--- src/rtl/ssp_pkg.sv ---
// Package: shared types for the synchronous shift port.
// Assumes: nothing beyond IEEE 1800-2017 enums.
package ssp_pkg;
    typedef enum logic [1:0] {
        ST_IDLE  = 2'd0,
        ST_LEAD  = 2'd1,
        ST_SHIFT = 2'd2
    } ssp_state_e;

    typedef enum logic {
        DIR_TX = 1'b0,
        DIR_RX = 1'b1
    } ssp_dir_e;
endpackage

--- src/rtl/ssp_seq.sv ---
// Module: ssp_seq
// Transfer sequencer. It counts the system-clock phases within each shift
// period and the bits within each word, and it drives the shift clock. It
// also issues strobes to the datapath: start, advance the transmit bit,
// sample, and done.
// Assumes: SLOW_DIV and FAST_DIV are even and at least 4; the divider
// select is captured when each transfer starts.
module ssp_seq
    import ssp_pkg::*;
#(
    parameter int DATA_W   = 8,
    parameter int SLOW_DIV = 12,
    parameter int FAST_DIV = 4
) (
    input  logic clk,
    input  logic rst_n,
    input  logic div_sel,
    input  logic tx_req,
    input  logic rx_ok,
    output logic busy,
    output logic rx_active,
    output logic sclk,
    output logic go_tx,
    output logic adv_tx,
    output logic samp,
    output logic tx_done,
    output logic rx_done
);
    localparam int MAX_DIV = (SLOW_DIV > FAST_DIV) ? SLOW_DIV : FAST_DIV;
    localparam int PH_W    = $clog2(MAX_DIV);
    localparam int BC_W    = (DATA_W > 1) ? $clog2(DATA_W) : 1;
    localparam logic [PH_W-1:0] S_LAST = PH_W'(SLOW_DIV - 1);
    localparam logic [PH_W-1:0] S_PREV = PH_W'(SLOW_DIV - 2);
    localparam logic [PH_W-1:0] S_HALF = PH_W'(SLOW_DIV / 2);
    localparam logic [PH_W-1:0] F_LAST = PH_W'(FAST_DIV - 1);
    localparam logic [PH_W-1:0] F_PREV = PH_W'(FAST_DIV - 2);
    localparam logic [PH_W-1:0] F_HALF = PH_W'(FAST_DIV / 2);
    localparam logic [BC_W-1:0] LAST_BIT = BC_W'(DATA_W - 1);

    ssp_state_e      st;
    ssp_dir_e        dir;
    logic            fast;
    logic [PH_W-1:0] phase;
    logic [BC_W-1:0] bitcnt;
    logic            sclk_q;
    logic [PH_W-1:0] ph_last, ph_prev, ph_half;
    logic            in_shift, go_rx;

    // Per-transfer phase landmarks, chosen by the divider captured at start.
    always_comb begin
        ph_last = fast ? F_LAST : S_LAST;
        ph_prev = fast ? F_PREV : S_PREV;
        ph_half = fast ? F_HALF : S_HALF;
    end

    // Start decisions and the strobes sent to the datapath.
    always_comb begin
        in_shift = (st == ST_SHIFT);
        go_tx    = (st == ST_IDLE) && tx_req;
        go_rx    = (st == ST_IDLE) && !tx_req && rx_ok;
        adv_tx   = in_shift && (dir == DIR_TX) && (phase == ph_prev) && (bitcnt != LAST_BIT);
        samp     = in_shift && (dir == DIR_RX) && (phase == ph_half - 1'b1);
        rx_done  = in_shift && (dir == DIR_RX) && (phase == ph_half) && (bitcnt == LAST_BIT);
        tx_done  = in_shift && (dir == DIR_TX) && (phase == ph_last) && (bitcnt == LAST_BIT);
    end

    // Sequencer state, phase and bit counters, and the shift-clock register.
    always_ff @(posedge clk) begin
        if (!rst_n) begin
            st     <= ST_IDLE;
            dir    <= DIR_TX;
            fast   <= 1'b0;
            phase  <= '0;
            bitcnt <= '0;
            sclk_q <= 1'b1;
        end else begin
            case (st)
                ST_IDLE: begin
                    sclk_q <= 1'b1;
                    if (go_tx || go_rx) begin
                        st   <= ST_LEAD;
                        dir  <= go_tx ? DIR_TX : DIR_RX;
                        fast <= div_sel;
                    end
                end
                ST_LEAD: begin
                    st     <= ST_SHIFT;
                    phase  <= '0;
                    bitcnt <= '0;
                    sclk_q <= 1'b0;
                end
                default: begin
                    if (tx_done || rx_done) begin
                        st     <= ST_IDLE;
                        sclk_q <= 1'b1;
                    end else if (phase == ph_last) begin
                        phase  <= '0;
                        bitcnt <= bitcnt + 1'b1;
                        sclk_q <= 1'b0;
                    end else begin
                        phase <= phase + 1'b1;
                        if (phase == ph_half - 1'b1) begin
                            sclk_q <= 1'b1;
                        end
                    end
                end
            endcase
        end
    end

    assign busy      = (st != ST_IDLE);
    assign rx_active = busy && (dir == DIR_RX);
    assign sclk      = sclk_q;

    // every rising shift-clock edge falls at mid-period.
    assert_rise_mid_period_R1: assert property (@(posedge clk) disable iff (!rst_n)
        $rose(sclk_q) |-> (phase == ph_half));
endmodule

--- src/rtl/ssp_shift.sv ---
// Module: ssp_shift
// Data path. It holds the transmit shift register, which drives the data pin
// least significant bit first, and the receive shift register, which fills
// from the most significant end so that the first bit received ends in bit 0.
// Assumes: the strobes come from ssp_seq and are mutually consistent.
module ssp_shift #(
    parameter int DATA_W = 8
) (
    input  logic              clk,
    input  logic              rst_n,
    input  logic              go_tx,
    input  logic              adv_tx,
    input  logic              tx_done,
    input  logic              samp,
    input  logic [DATA_W-1:0] wdata,
    input  logic              sdi,
    output logic              sdo,
    output logic              oe,
    output logic [DATA_W-1:0] rx_word
);
    logic [DATA_W-1:0] txsh;
    logic [DATA_W-1:0] rxsh;

    // Transmit side: load the word, present one bit at a time, release the pin.
    always_ff @(posedge clk) begin
        if (!rst_n) begin
            txsh <= '0;
            sdo  <= 1'b0;
            oe   <= 1'b0;
        end else if (go_tx) begin
            txsh <= wdata;
            sdo  <= wdata[0];
            oe   <= 1'b1;
        end else if (adv_tx) begin
            txsh <= txsh >> 1;
            sdo  <= txsh[1];
        end else if (tx_done) begin
            oe   <= 1'b0;
        end
    end

    // Receive side: capture the pin at each sample strobe.
    always_ff @(posedge clk) begin
        if (!rst_n) begin
            rxsh <= '0;
        end else if (samp) begin
            rxsh <= {sdi, rxsh[DATA_W-1:1]};
        end
    end

    assign rx_word = rxsh;
endmodule

--- src/rtl/sync_shift_port.sv ---
// Module: sync_shift_port
// Top of the master synchronous half-duplex shift port. It combines the
// sequencer and the data path, holds the receive buffer and the two flags,
// and gates receive starts on enable and flag state.
// Assumes: one data pin, driven only while sdata_oe is high.
module sync_shift_port #(
    parameter int DATA_W   = 8,
    parameter int SLOW_DIV = 12,
    parameter int FAST_DIV = 4
) (
    input  logic              clk,
    input  logic              rst_n,
    input  logic              div_sel,
    input  logic              buf_wr,
    input  logic [DATA_W-1:0] buf_wdata,
    output logic [DATA_W-1:0] buf_rdata,
    input  logic              rx_en,
    input  logic              rx_flag_clr,
    input  logic              tx_flag_clr,
    output logic              rx_flag,
    output logic              tx_flag,
    input  logic              sdata_i,
    output logic              sdata_o,
    output logic              sdata_oe,
    output logic              sclk_o
);
    logic busy, rx_active, go_tx, adv_tx, samp, tx_done, rx_done;
    logic [DATA_W-1:0] rx_word;
    logic rx_ok;

    assign rx_ok = rx_en && !rx_flag;

    ssp_seq #(.DATA_W(DATA_W), .SLOW_DIV(SLOW_DIV), .FAST_DIV(FAST_DIV)) seq_i (
        .clk      (clk),
        .rst_n    (rst_n),
        .div_sel  (div_sel),
        .tx_req   (buf_wr),
        .rx_ok    (rx_ok),
        .busy     (busy),
        .rx_active(rx_active),
        .sclk     (sclk_o),
        .go_tx    (go_tx),
        .adv_tx   (adv_tx),
        .samp     (samp),
        .tx_done  (tx_done),
        .rx_done  (rx_done)
    );

    ssp_shift #(.DATA_W(DATA_W)) shift_i (
        .clk    (clk),
        .rst_n  (rst_n),
        .go_tx  (go_tx),
        .adv_tx (adv_tx),
        .tx_done(tx_done),
        .samp   (samp),
        .wdata  (buf_wdata),
        .sdi    (sdata_i),
        .sdo    (sdata_o),
        .oe     (sdata_oe),
        .rx_word(rx_word)
    );

    // Receive buffer and receive flag; a set beats a clear in the same cycle.
    always_ff @(posedge clk) begin
        if (!rst_n) begin
            rx_flag   <= 1'b0;
            buf_rdata <= '0;
        end else if (rx_done) begin
            rx_flag   <= 1'b1;
            buf_rdata <= rx_word;
        end else if (rx_flag_clr) begin
            rx_flag   <= 1'b0;
        end
    end

    // Transmit flag; a set beats a clear in the same cycle.
    always_ff @(posedge clk) begin
        if (!rst_n) begin
            tx_flag <= 1'b0;
        end else if (tx_done) begin
            tx_flag <= 1'b1;
        end else if (tx_flag_clr) begin
            tx_flag <= 1'b0;
        end
    end

    // a new transmit bit on the pin is followed by a falling shift-clock edge.
    assert_bit_before_fall_R3: assert property (@(posedge clk) disable iff (!rst_n)
        (sdata_oe && $past(sdata_oe) && (sdata_o != $past(sdata_o))) |=> !sclk_o);

    // the shift clock rests high when the engine is idle.
    assert_idle_clock_high_R4: assert property (@(posedge clk) disable iff (!rst_n)
        !busy |-> sclk_o);

    // the pin is released by the time the transmit flag rises.
    assert_pin_released_R6: assert property (@(posedge clk) disable iff (!rst_n)
        $rose(tx_flag) |-> !sdata_oe);

    // the receive flag rises one clock after a rising shift-clock edge.
    assert_rxflag_after_rise_R9: assert property (@(posedge clk) disable iff (!rst_n)
        $rose(rx_flag) |-> ($past(sclk_o) && !$past(sclk_o, 2)));

    // with the receive flag up and no write, an idle engine stays idle.
    assert_stall_on_flag_R10: assert property (@(posedge clk) disable iff (!rst_n)
        (!busy && rx_flag && !buf_wr) |=> !busy);

    // the pin is never driven while receiving.
    assert_no_drive_in_rx_R14: assert property (@(posedge clk) disable iff (!rst_n)
        rx_active |-> !sdata_oe);
endmodule

--- config.mk ---
export PLATFORM = sky130hd
export DESIGN_NAME = sync_shift_port
export DESIGN_NICKNAME = d
export VERILOG_FILES = /design/src/rtl/ssp_pkg.sv /design/src/rtl/ssp_seq.sv /design/src/rtl/ssp_shift.sv /design/src/rtl/sync_shift_port.sv
export SDC_FILE = /design/constraint.sdc
export NUM_CORES = 1
export LEC_CHECK = 0
export ABC_AREA = 1
export CAP_MARGIN = 10
export CORE_AREA = 10 10 64 79
export CTS_CLUSTER_SIZE = 25
export DETAILED_ROUTE_END_ITERATION = 16
export DIE_AREA = 0 0 74 89
export PLACE_DENSITY = 0.86
export SLEW_MARGIN = 20
export SYNTH_ARGS = -nofsm -noshare
export SYNTH_HDL_FRONTEND = slang
export SYNTH_SLANG_ARGS = --single-unit
export TNS_END_PERCENT = 100
--- constraint.sdc ---
create_clock -name clk -period 2.03 [get_ports clk]
set_input_delay 0.406 -clock clk [delete_from_list [all_inputs] [get_ports clk]]
set_output_delay 0.406 -clock clk [all_outputs]
set_load 0.005 [all_outputs]
## Word-level counts from Yosys, hierarchy flattened

Cells that the tools add are included.

- Bits in registers: 40
- Logic and storage cells: 87
- Bits in latches: 0
- RAM bits: 0
- ROM bits: 0
- Input port bits: 16
- Memories kept: 0
- Output and inout port bits: 13

- Divide/modulo/power cells: 0
- Shift-type cells: 0
- Equal/unequal tests: 11
- Reduce and logical (&&, ||, !) cells: 30
- Multiplexer cells: 28
- Bitwise operators: 2
- $mul: 0
- $lt $le $gt $ge: 0
- $add $sub $neg: 3

Operator list:

| cell | number |
|---|---|
| $eq 4x4->1 | 4 |
| $mux 4 | 4 |
| $mux 8 | 2 |
| $logic_and 1x1->1 | 13 |
| $mux 1 | 13 |
| $reduce_bool 2->1 | 5 |
| $mux 3 | 3 |
| $pmux 4 s2 | 1 |
| $reduce_and 2->1 | 4 |
| $pmux 3 s2 | 1 |
| $reduce_bool 5->1 | 1 |
| $add 4x1->4 const B | 1 |
| $mux 2 | 2 |
| $ne 2x2->1 const B | 2 |
| $pmux 2 s2 | 1 |
| $sub 4x1->4 const B | 1 |
| $add 3x1->3 const B | 1 |
| $eq 3x3->1 const B | 1 |
| $ne 3x3->1 const B | 1 |
| $reduce_and 3->1 | 1 |
| $reduce_bool 3->1 | 1 |
| $eq 2x1->1 const B | 1 |
| $eq 2x2->1 const B | 1 |
| $logic_not 1->1 | 2 |
| 5 further kinds | 7 |

## Logic depth before layout (Yosys ltp)

Gate-level depths: netlist (run 1).

- Word-level depth: 7
- Depth in mapped cells: 10

## Hierarchy

A second synthesis (run 1) with hierarchy kept.

- Cells, all modules: 250
- Area, all modules: 1838.0 um2

By module, submodules not included:

| module | seq. area each (um2) | instances | area an instance (um2) | cells each |
|---|---|---|---|---|
| ssp_seq | 240.2 | 1 | 792.0 | 111 |
| ssp_shift | 340.3 | 1 | 698.2 | 94 |
| sync_shift_port | 200.2 | 1 | 347.8 | 45 |

## Least setup slack after synthesis (run 1)

Ideal clock, no wire load.

- Kind: register -> register
- From: reg seq_i.bitcnt[0]
- To: reg shift_i.txsh[5]
- Data required time: 1.962 ns
- Slack: 0.516 ns
- Clock period less this slack: 1.514 ns
- Data arrival time: 1.446 ns
- Stages on the path, launching flop included: 8
- Path through: dfxtp_1 -> ha_1 -> ha_1 -> nor2_1 -> nand4_4 -> buf_6 -> o21a_1 -> a21oi_2

- Longest elaborated chain between the ends: 3

RTL lines:

| what | line | source |
|---|---|---|
| start: declaration | ssp_seq.sv:44 | `logic [BC_W-1:0] bitcnt;` |
| start signal: assignment | ssp_seq.sv:98 | `bitcnt <= bitcnt + 1'b1;` |
| $ne 3x3->1 | ssp_seq.sv:61 | `adv_tx = in_shift && (dir == DIR_TX) && (phase == ph_prev) && (bitcnt != LAST_BIT);` |
| $logic_and 1x1->1 | ssp_seq.sv:61 |  |
| $reduce_bool 2->1 (no line) | -- |  |
| end signal: assignment | ssp_shift.sv:31 | `txsh <= wdata;` |
| end signal: assignment | ssp_shift.sv:35 | `txsh <= txsh >> 1;` |
| end: declaration | ssp_shift.sv:21 | `logic [DATA_W-1:0] txsh;` |

Every way passes these cells.
A chain may end at the register's enable or synchronous reset.

## Final worst setup path (run 1)

- From: reg seq_i.bitcnt[0]
- To: reg shift_i.txsh[4]

The elaborated chain is that of the path after synthesis.

==> results by group, run 1 <==
Placement
  • Post-Place Cells: 289
  • Placer Congestion: 0.842
  • PortBufs: 28
  • Dpl hpwl: 2.80 mm

Detailed routing
  • Post-route ant nets: 0
  • Vias per std cell: 5.27
  • Vias: 1565
  • WL per Instance: 13.0 µm
  • Initial DRC count: 109
  • Drc violations: 0
  • Total wire length: 3.86 mm
  • DRT Pass-1 Iters: 5

Floorplan
  • Chip height: 89 µm
  • Initial Utilization: 49.3%
  • Num ports: 29
  • Chip width: 74 µm
  • Die ar.: 0.00659 mm²
  • Core Footprint: 0.00366 mm²
  • Core Rows: 25

Logic synthesis
  • Yosys warning total: 0
  • Avg Synthesized Cell Area: 7.98 µm²
  • Post-synth EDFFs: 0
  • Synthesized instance count: 226
  • Syn Nets: 247
  • Yosys reg bits: 39
  • Most used flip-flop cell after synthesis: dfxtp_1
  • Synth Cell Area: 0.00180 mm²
  • Yosys top cell by area: dfxtp_1
  • Synth async-reset ratio: 0%
  • Synth top area cells: dfxtp_1 43%, a21oi_1 9.4%, nand2_1 5.8%
  • Distinct cells, synth: 27
  • Sequential area share after synthesis: 43.3%
  • Post-synth top area share: 43.3%

Global route
  • GRT overflow: 0
  • Busiest grt layer: met2
  • Largest net degree at the start of global routing: 18
  • Initial antenna violation count: 0
  • First-pass GRT wire length: 6.82 mm
  • Number of global-route vias before repair: 1556
  • GR Util met3: 4.67%
  • GR met2 Demand/Resource: 21.7%
  • Met1 Usage GRT: 13.7%
  • Gr usage total: 13.0%

Clocking
  • Setup bufs post-CTS: 0
  • # H-tree levels: 2
  • CTS Hold Buffers Added: 0
  • Maximum root-to-sink buffer count: 2
  • # clock sinks: 39
  • Clock Tree Root: clkbuf_8
  • Post_cts resized: 0
  • CTS tree: built
  • Clk Latency, worst-skew pair: 300 ps
  • CTS clk-pin slew, worst paths: 80 ps
  • Total CTS buffers: 5

Worst setup path
  • Critical Path Slowest Stage Cell: dfxtp_1
  • Worst Path Arrival: 1890 ps
  • Critical path launch point type: flip-flop
  • Crit end category: flip-flop
  • Setup Crit Path Kind: flip-flop to flip-flop
  • CP cell instances: ha_1 > ha_1 > nor2_1 > nand4_4 > o21a_1 > a21oi_1
  • Slowest Stage Delay on Critical Path: 340 ps
  • Critical path required time: 2270 ps
  • CP most frequent cell: ha_1
  • CP max FO: 15

Layout
  • Layout cells sized above 1: 12.1%
  • Synth-to-Final Area Change: 21.3%
  • Final core occ: 59.8%
  • Antenna Cells: 0
  • Filler Cells Inserted: 326
  • Register area: 781 µm²
  • Most common cell after layout, fill and taps aside: dfxtp_1
  • Nets: 277
  • Most frequent cells in the layout: 39 x dfxtp_1, 34 x a21oi_1, 28 x nand2_1, 28 x clkdlybuf4s50_1, 22 x inv_1
  • Multi-input logic area: 858 µm²
  • Final std cells w/o fill: 297

Timing
  • Final Hold Vio Count: 0
  • Fin crit share: 81.7%
  • Fin Hold WS: 463 ps
  • Final Setup Violations: 0
  • Max Transition Viols Final: 0
  • Final min period: 1660 ps
  • Setup_tns: 0 ps
  • Worst-Margin Slew: 337 ps
  • Fmax: 603 MHz
  • RSZ-0062 raised after global routing: no
  • Relative slew slack: 77.5%
  • Clock Skews: 6.40 ps

Run status
  • Status: complete, no violations

Power
  • Lkg Pwr: 0.812 nW
  • Pwr dens: 733 mW/mm²
  • Total design power: 0.00160 W
  • Worst VDD drop: 0.526 mV

Min path
  • Hold Path Class: flip-flop to flip-flop

Flow run
  • Max cap viols: 0
==> metrics by stage <==
step | area (µm²) | setup WS (ps)
after floorplan | 1800 | 516
after global placement | 2100 | 437
after detailed placement | 2100 | 382
after CTS | 2190 | 366
after global routing | 2190 | 239
final | 2190 | 372
==> final cells by class <==
| type | count | area share [%] |
|---|---|---|
| clock inverters | 3 | 1.09 |
| inverters | 27 | 4.75 |
| flip-flops and latches | 39 | 35.7 |
| repair buffers | 31 | 13.8 |
| clock buffers | 5 | 3.14 |
| multi-input cells | 152 | 39.2 |
| well taps | 40 | 2.29 |
==> sequential cells by signal, summed over array words and instances, names as in the netlist <==
signal           cells
seq_i.sclk           1
shift_i.rx_word      8
shift_i.txsh         8
tx_flag              1
seq_i.phase          4
rx_flag              1
seq_i.fast           1
seq_i.bitcnt         3
seq_i.dir            1
shift_i.oe           1
seq_i.st             2
buf_rdata            8
==> cells in the mapped netlist (3+ instances only) <==
master / number
a21oi_1: 34
nor2_1: 16
o21a_1: 7
o21ai_1: 5
inv_2: 3
buf_6: 4
nand2_1: 28
nand2_2: 5
dfxtp_1: 39
nand3_1: 19
nor2_2: 3
inv_1: 22
a21oi_2: 4
o21ai_0: 16
ha_1: 5
==> routing by layer <==
metal | wire length [µm] | part of all wire (%)
met1 | 1650 | 43
met4 | 78 | 2.0
met2 | 1930 | 50
met3 | 202 | 5.2
met5 | 0 | 0
==> power by group <==
part | leakage [nW] | switching [W] | total [W] | internal (W)
Clock | 0.0408 | 0.000294 | 0.000540 | 0.000245
Sequential | 0.317 | 0.0000323 | 0.000834 | 0.000802
Combinational | 0.454 | 0.000126 | 0.000230 | 0.000104
Total | 0.812 | 0.000452 | 0.00160 | 0.00115
==> kinds of logic (layout without fill, tap and decap cells) <==
kind of cell | after synthesis | count (layout) | share of synthesized area, %
XOR/XNOR | 2 | 2 | 0.971
adder cells (fa/ha/maj) | 5 | 5 | 3.47
flip-flops | 39 | 39 | 43.3
AO/OA/AOI/OAI | 67 | 67 | 20.5
buffers and inverters | 35 | 66 | 9.15
AND/OR/NAND/NOR | 78 | 78 | 22.6
==> worst max-delay path: cells and delay by family, from the launching register on <==
family / cells / cell delay (ps)
compound gates: 2 / 360
simple gates: 2 / 480
fa+ha+maj: 2 / 430
flops: 1 / 340
==> final timing paths <==
kind | start | end | slack (ps) | cells after the start
max | seq_i.bitcnt[0] | shift_i.txsh[4] | 370 | 6
min | shift_i.rx_word[0] | shift_i.rx_word[0] | 460 | 2
max reg2reg | seq_i.bitcnt[0] | shift_i.txsh[4] | 370 | 6
min reg2reg | shift_i.rx_word[0] | shift_i.rx_word[0] | 460 | 2
Power figures use the tool's default switching activity.
==> run 2: changes to the inputs <==
Clock period 2.03 ns to 1.6 ns, I/O delays scaled along.
==> run 2 against run 1 <==
Compared with the run above: flip-flop and latch count is the same; clock-buffer cell count is the same; sequential share of layout area shrank 2.2 points; non-clock buffer count grew 7; die area is the same; register-to-register slack lost 290 ps; highest routed layer unchanged.
==> results by group, run 2 (same netlist as run 1, synthesis figures left out) <==
Worst setup path
  • Worst Path Arrival: 1760 ps
  • Setup Crit Path Kind: flip-flop to flip-flop
  • Critical path required time: 1830 ps
  • Critical path launch point type: flip-flop
  • CP max FO: 6
  • Crit end category: flip-flop

Global route
  • GR met2 Demand/Resource: 24.5%
  • Met1 Usage GRT: 13.6%
  • Number of global-route vias before repair: 1645
  • Initial antenna violation count: 0
  • Gr usage total: 13.5%
  • GR Util met3: 4.78%
  • GRT overflow: 0
  • First-pass GRT wire length: 7.11 mm
  • Largest net degree at the start of global routing: 18
  • Busiest grt layer: met2

Power
  • Worst VDD drop: 0.749 mV
  • Clock Power Share: 37.1%
  • Int Power: 0.00163 W
  • Comb pwr share: 14.5%
  • Lkg Pwr: 0.898 nW
  • Switch share: 25.9%
  • Pwr dens: 936 mW/mm²
  • Register share of total power: 48.4%
  • P_sw: 0.000569 W

Floorplan
  • Core Rows: 25
  • Core Footprint: 0.00366 mm²
  • Chip height: 89 µm
  • Initial Utilization: 49.3%
  • Chip width: 74 µm
  • Num ports: 29
  • Die ar.: 0.00659 mm²

Layout
  • Antenna Cells: 0
  • Final instance area: 0.00234 mm²
  • Final core occ: 64.1%
  • Nets: 285
  • Most frequent cells in the layout: 36 x dfxtp_1, 34 x a21oi_1, 28 x clkdlybuf4s50_1, 26 x nand2_1, 21 x inv_1
  • Layout cells sized above 1: 18.1%
  • Most common cell after layout, fill and taps aside: dfxtp_1
  • Synth-to-Final Area Change: 30.0%

Timing
  • Fmax: 657 MHz
  • Relative slew slack: 72.7%
  • Final min period: 1520 ps
  • Worst-Margin Slew: 409 ps
  • Final Setup Violations: 0
  • Final Hold Vio Count: 0
  • Setup_tns: 0 ps
  • Clock Skews: 9.59 ps
  • Fin crit share: 95.1%
  • Max Transition Viols Final: 0

Placement
  • Placed Area: 0.00212 mm²
  • PortBufs: 28
  • Placer Congestion: 0.839
  • Dpl hpwl: 2.91 mm

Clocking
  • Clk Latency, worst-skew pair: 300 ps
  • Total CTS buffers: 5
  • Clock Tree Root: clkbuf_8
  • # H-tree levels: 2
  • Maximum root-to-sink buffer count: 2
  • CTS tree: built
  • CTS clk-pin slew, worst paths: 70 ps
  • # clock sinks: 39

Detailed routing
  • Vias per std cell: 5.32
  • WL per Instance: 14.0 µm
  • Total wire length: 4.27 mm
  • Post-route ant nets: 0
  • Drc violations: 0
  • DRT Pass-1 Iters: 4
  • Vias: 1623
  • Initial DRC count: 104

Run status
  • Status: complete, no violations

Min path
  • Hold Path Class: flip-flop to flip-flop

Flow run
  • Max cap viols: 0
==> run 2: worst paths after layout <==
check / from / end / slack, ps / cells past startpoint
worst max-delay path: seq_i.bitcnt[0] / seq_i.phase[0] / 80 / 8
worst max register to register: seq_i.bitcnt[0] / seq_i.phase[0] / 80 / 8
worst min register to register: shift_i.oe / shift_i.oe / 470 / 2
worst min-delay path: shift_i.oe / shift_i.oe / 470 / 2
==> run 2: area by class of cell <==
class / instances / area [µm²]
Fill cell: 291 / 1320
Multi-Input combinational cell: 153 / 923
Sequential cell: 39 / 785
Timing Repair Buffer: 38 / 368
Inverter: 27 / 106
Clock buffer: 5 / 68.8
Tap cell: 40 / 50.0
Clock inverter: 3 / 43.8
==> run 2: power groups by stage <==
stage               logic, W  registers, W  clock network, W
floorplan           0.000190       0.00107                 0
global placement    0.000285       0.00108                 0
detailed placement  0.000292       0.00108                 0
CTS                 0.000300       0.00106          0.000826
global route        0.000359       0.00107          0.000872
finish              0.000319       0.00106          0.000813
==> run 2: metrics by stage <==
| stage | total power, W | hold WS [ps] | setup slack (ps) | instances |
|---|---|---|---|---|
| 6_report | 0.00219 | 471 | 77.7 | 305 |
| 4_1_cts | 0.00218 | 475 | 15.4 | 300 |
| 5_1_grt | 0.00230 | 492 | -65.0 | 305 |
| 3_3_place_gp | 0.00136 | 444 | 60.9 | 291 |
| 3_5_place_dp | 0.00137 | 449 | 14.1 | 291 |
| 2_1_floorplan | 0.00126 | 429 | 86.1 | 226 |
==> run 2: worst max-delay path, cell delays in order, from the launching register on <==
cell and delay [ps]:
dfxtp_2 350, ha_2 200, ha_4 150, nand4_1 140
inv_2 130, nand2_2 130, a21oi_1 230, nor2_1 60
nor2_1 80
==> run 2: routing by layer <==
| metal | part of all wire (%) | vias up |
|---|---|---|
| met4 | 1.5 | 0 |
| met2 | 52 | 38 |
| met3 | 6.6 | 8 |
| met5 | 0 | - |
| met1 | 40 | 746 |
| li1 | - | 831 |
==> run 2: timing repair <==
item / 4_1_cts / 5_1_grt
setup buffers: 0 / 5
hold endpoints to repair: 0 / 0
hold buffers: 0 / 0
endpoints found under the setup margin: 3 / 30
gates cloned: 1 / 0
pin swaps: 1 / 2
gates resized for setup: 1 / 16
==> run 3: changes to the inputs <==
Settings changed: CORE_AREA 10 10 64 79 to 4 4 58 73, DIE_AREA 0 0 74 89 to 0 0 62 77.
==> run 3 against run 2 <==
Compared with the run above: the flow now finishes with violations (negative setup slack); critical path depth increased by 1; register-to-register slack got worse by 98 ps; flip-flop and latch count unchanged; clock-buffer cell count unchanged; combinational power about the same; die area decreased by 28%; largest power group unchanged; routed wire length decreased by 1.6%; non-clock buffer count decreased by 1; clock skew decreased by 6.0 ps; clock power decreased by 20%; worst setup slack got worse by 98 ps.
==> results by group, run 3 (same netlist as run 1, synthesis figures left out) <==
Floorplan
  • Core Rows: 24
  • Initial Utilization: 51.4%
  • Core Footprint: 0.00351 mm²
  • Num ports: 29
  • Die ar.: 0.00477 mm²
  • Chip width: 62 µm
  • Chip height: 77 µm

Detailed routing
  • Vias: 1628
  • Initial DRC count: 113
  • Vias per std cell: 5.37
  • WL per Instance: 13.9 µm
  • Post-route ant nets: 0
  • Total wire length: 4.20 mm
  • Drc violations: 0
  • DRT Pass-1 Iters: 4

Worst setup path
  • Setup Crit Path Kind: flip-flop to flip-flop
  • CP max FO: 5
  • Worst path bufs/invs: 2
  • CP cell instances: ha_2 > ha_4 > nand2_2 > nor2_4 > nand2_4 > clkinv_4 > buf_4 > o21ai_0 > a21oi_1
  • Crit end category: flip-flop
  • Worst Path Arrival: 1840 ps
  • Kind of cell adding the most delay to the critical path: simple AND/OR/NAND/NOR gates
  • Critical path launch point type: flip-flop
  • Critical Path Slowest Stage Cell: dfxtp_2
  • Critical path required time: 1820 ps
  • R2R Setup Slk: -20 ps
  • Slowest Stage Delay on Critical Path: 350 ps

Clocking
  • CTS tree: built
  • Clock Tree Root: clkbuf_8
  • # H-tree levels: 2
  • CTS Hold Buffers Added: 0
  • CTS clk-pin slew, worst paths: 80 ps
  • Maximum root-to-sink buffer count: 2
  • # clock sinks: 39
  • Clk Latency, worst-skew pair: 290 ps
  • Total CTS buffers: 5

Global route
  • Number of global-route vias before repair: 1573
  • Largest net degree at the start of global routing: 18
  • First-pass GRT wire length: 6.53 mm
  • GRT overflow: 0
  • Gr usage total: 17.7%
  • Initial antenna violation count: 0

Run status
  • Failing checks: negative setup slack
  • Status: finished with violations

Timing
  • Final Hold Vio Count: 0
  • Clock Skews: 3.60 ps
  • Max Transition Viols Final: 0
  • Final Setup Violations: 1
  • Worst-Margin Slew: 429 ps
  • Fmax: 617 MHz
  • Final min period: 1620 ps
  • Setup WS post-layout: -20.3 ps
  • Fin crit share: 101%
  • Relative slew slack: 71.4%

Layout
  • Most common cell after layout, fill and taps aside: dfxtp_1
  • Layout cells sized above 1: 18.6%
  • Synth-to-Final Area Change: 28.3%
  • Antenna Cells: 0
  • Final instance area: 0.00231 mm²
  • Most frequent cells in the layout: 35 x dfxtp_1, 33 x a21oi_1, 28 x clkdlybuf4s50_1, 27 x nand2_1, 21 x inv_1
  • Nets: 284

Flow run
  • Max cap viols: 0

Power
  • Total design power: 0.00203 W
  • Worst VDD drop: 0.774 mV
  • Pwr dens: 877 mW/mm²
  • Lkg Pwr: 0.863 nW

Placement
  • Placed Area: 0.00212 mm²
  • Dpl hpwl: 2.69 mm
  • PortBufs: 28
  • Placer Congestion: 0.870

Min path
  • Hold Path Class: flip-flop to flip-flop
run 3: tightest hold or removal path: stages (launching register included):
cell,delay (ps)
dfxtp_1,310
nand2_1,60
a21oi_1,50
run 3: cell type report:
class	instances	area [µm²]
clock buffers	5	68.8
clock inverters	3	20.0
fillers	285	1200
inverters	27	106
multi-input cells	153	925
flip-flops and latches	39	786
well taps	39	48.8
repair buffers	37	360
run 3: final timing paths:
| kind | start | end | cells after the start |
|---|---|---|---|
| max | seq_i.bitcnt[1] | buf_rdata[0] | 9 |
| min | shift_i.oe | shift_i.oe | 2 |
| max reg2reg | seq_i.bitcnt[1] | buf_rdata[0] | 9 |
| min reg2reg | shift_i.oe | shift_i.oe | 2 |
run 3: power breakdown:
part | internal, W | leakage, nW | switching, W
clock | 0.000303 | 0.0402 | 0.000346
sequential | 0.00102 | 0.319 | 0.0000429
combinational | 0.000142 | 0.504 | 0.000176
total | 0.00146 | 0.863 | 0.000566
run 3: per-stage QoR:
stage | setup slack, ps | hold WS (ps) | TNS (ps) | std cells | utilization (%)
after floorplan | 86.1 | 429 | 0 | 226 | -
after global placement | 63.0 | 440 | 0 | 291 | 60.3
after detailed placement | -1.78 | 451 | -1.78 | 291 | 60.3
after CTS | 11.7 | 463 | 0 | 302 | 64.2
after global routing | -104 | 502 | -422 | 303 | 65.9
final | -20.3 | 470 | -20.3 | 303 | 65.9
run 3: what timing repair did:
| action | CTS | global route |
|---|---|---|
| endpoints found under the setup margin | 11 | 27 |
| hold endpoints to repair | 0 | 0 |
| cloned | 1 | 0 |
| resized for setup | 3 | 15 |
| setup buffers | 2 | 1 |
| pin swaps | 2 | 2 |
run 3: layer usage:
| metal | share of wire, % | GRT usage [%] |
|---|---|---|
| met5 | 0 | 0 |
| met4 | 3.4 | 6.79 |
| met3 | 4.9 | 4.87 |
| met2 | 51 | 29.6 |
| met1 | 41 | 20.5 |
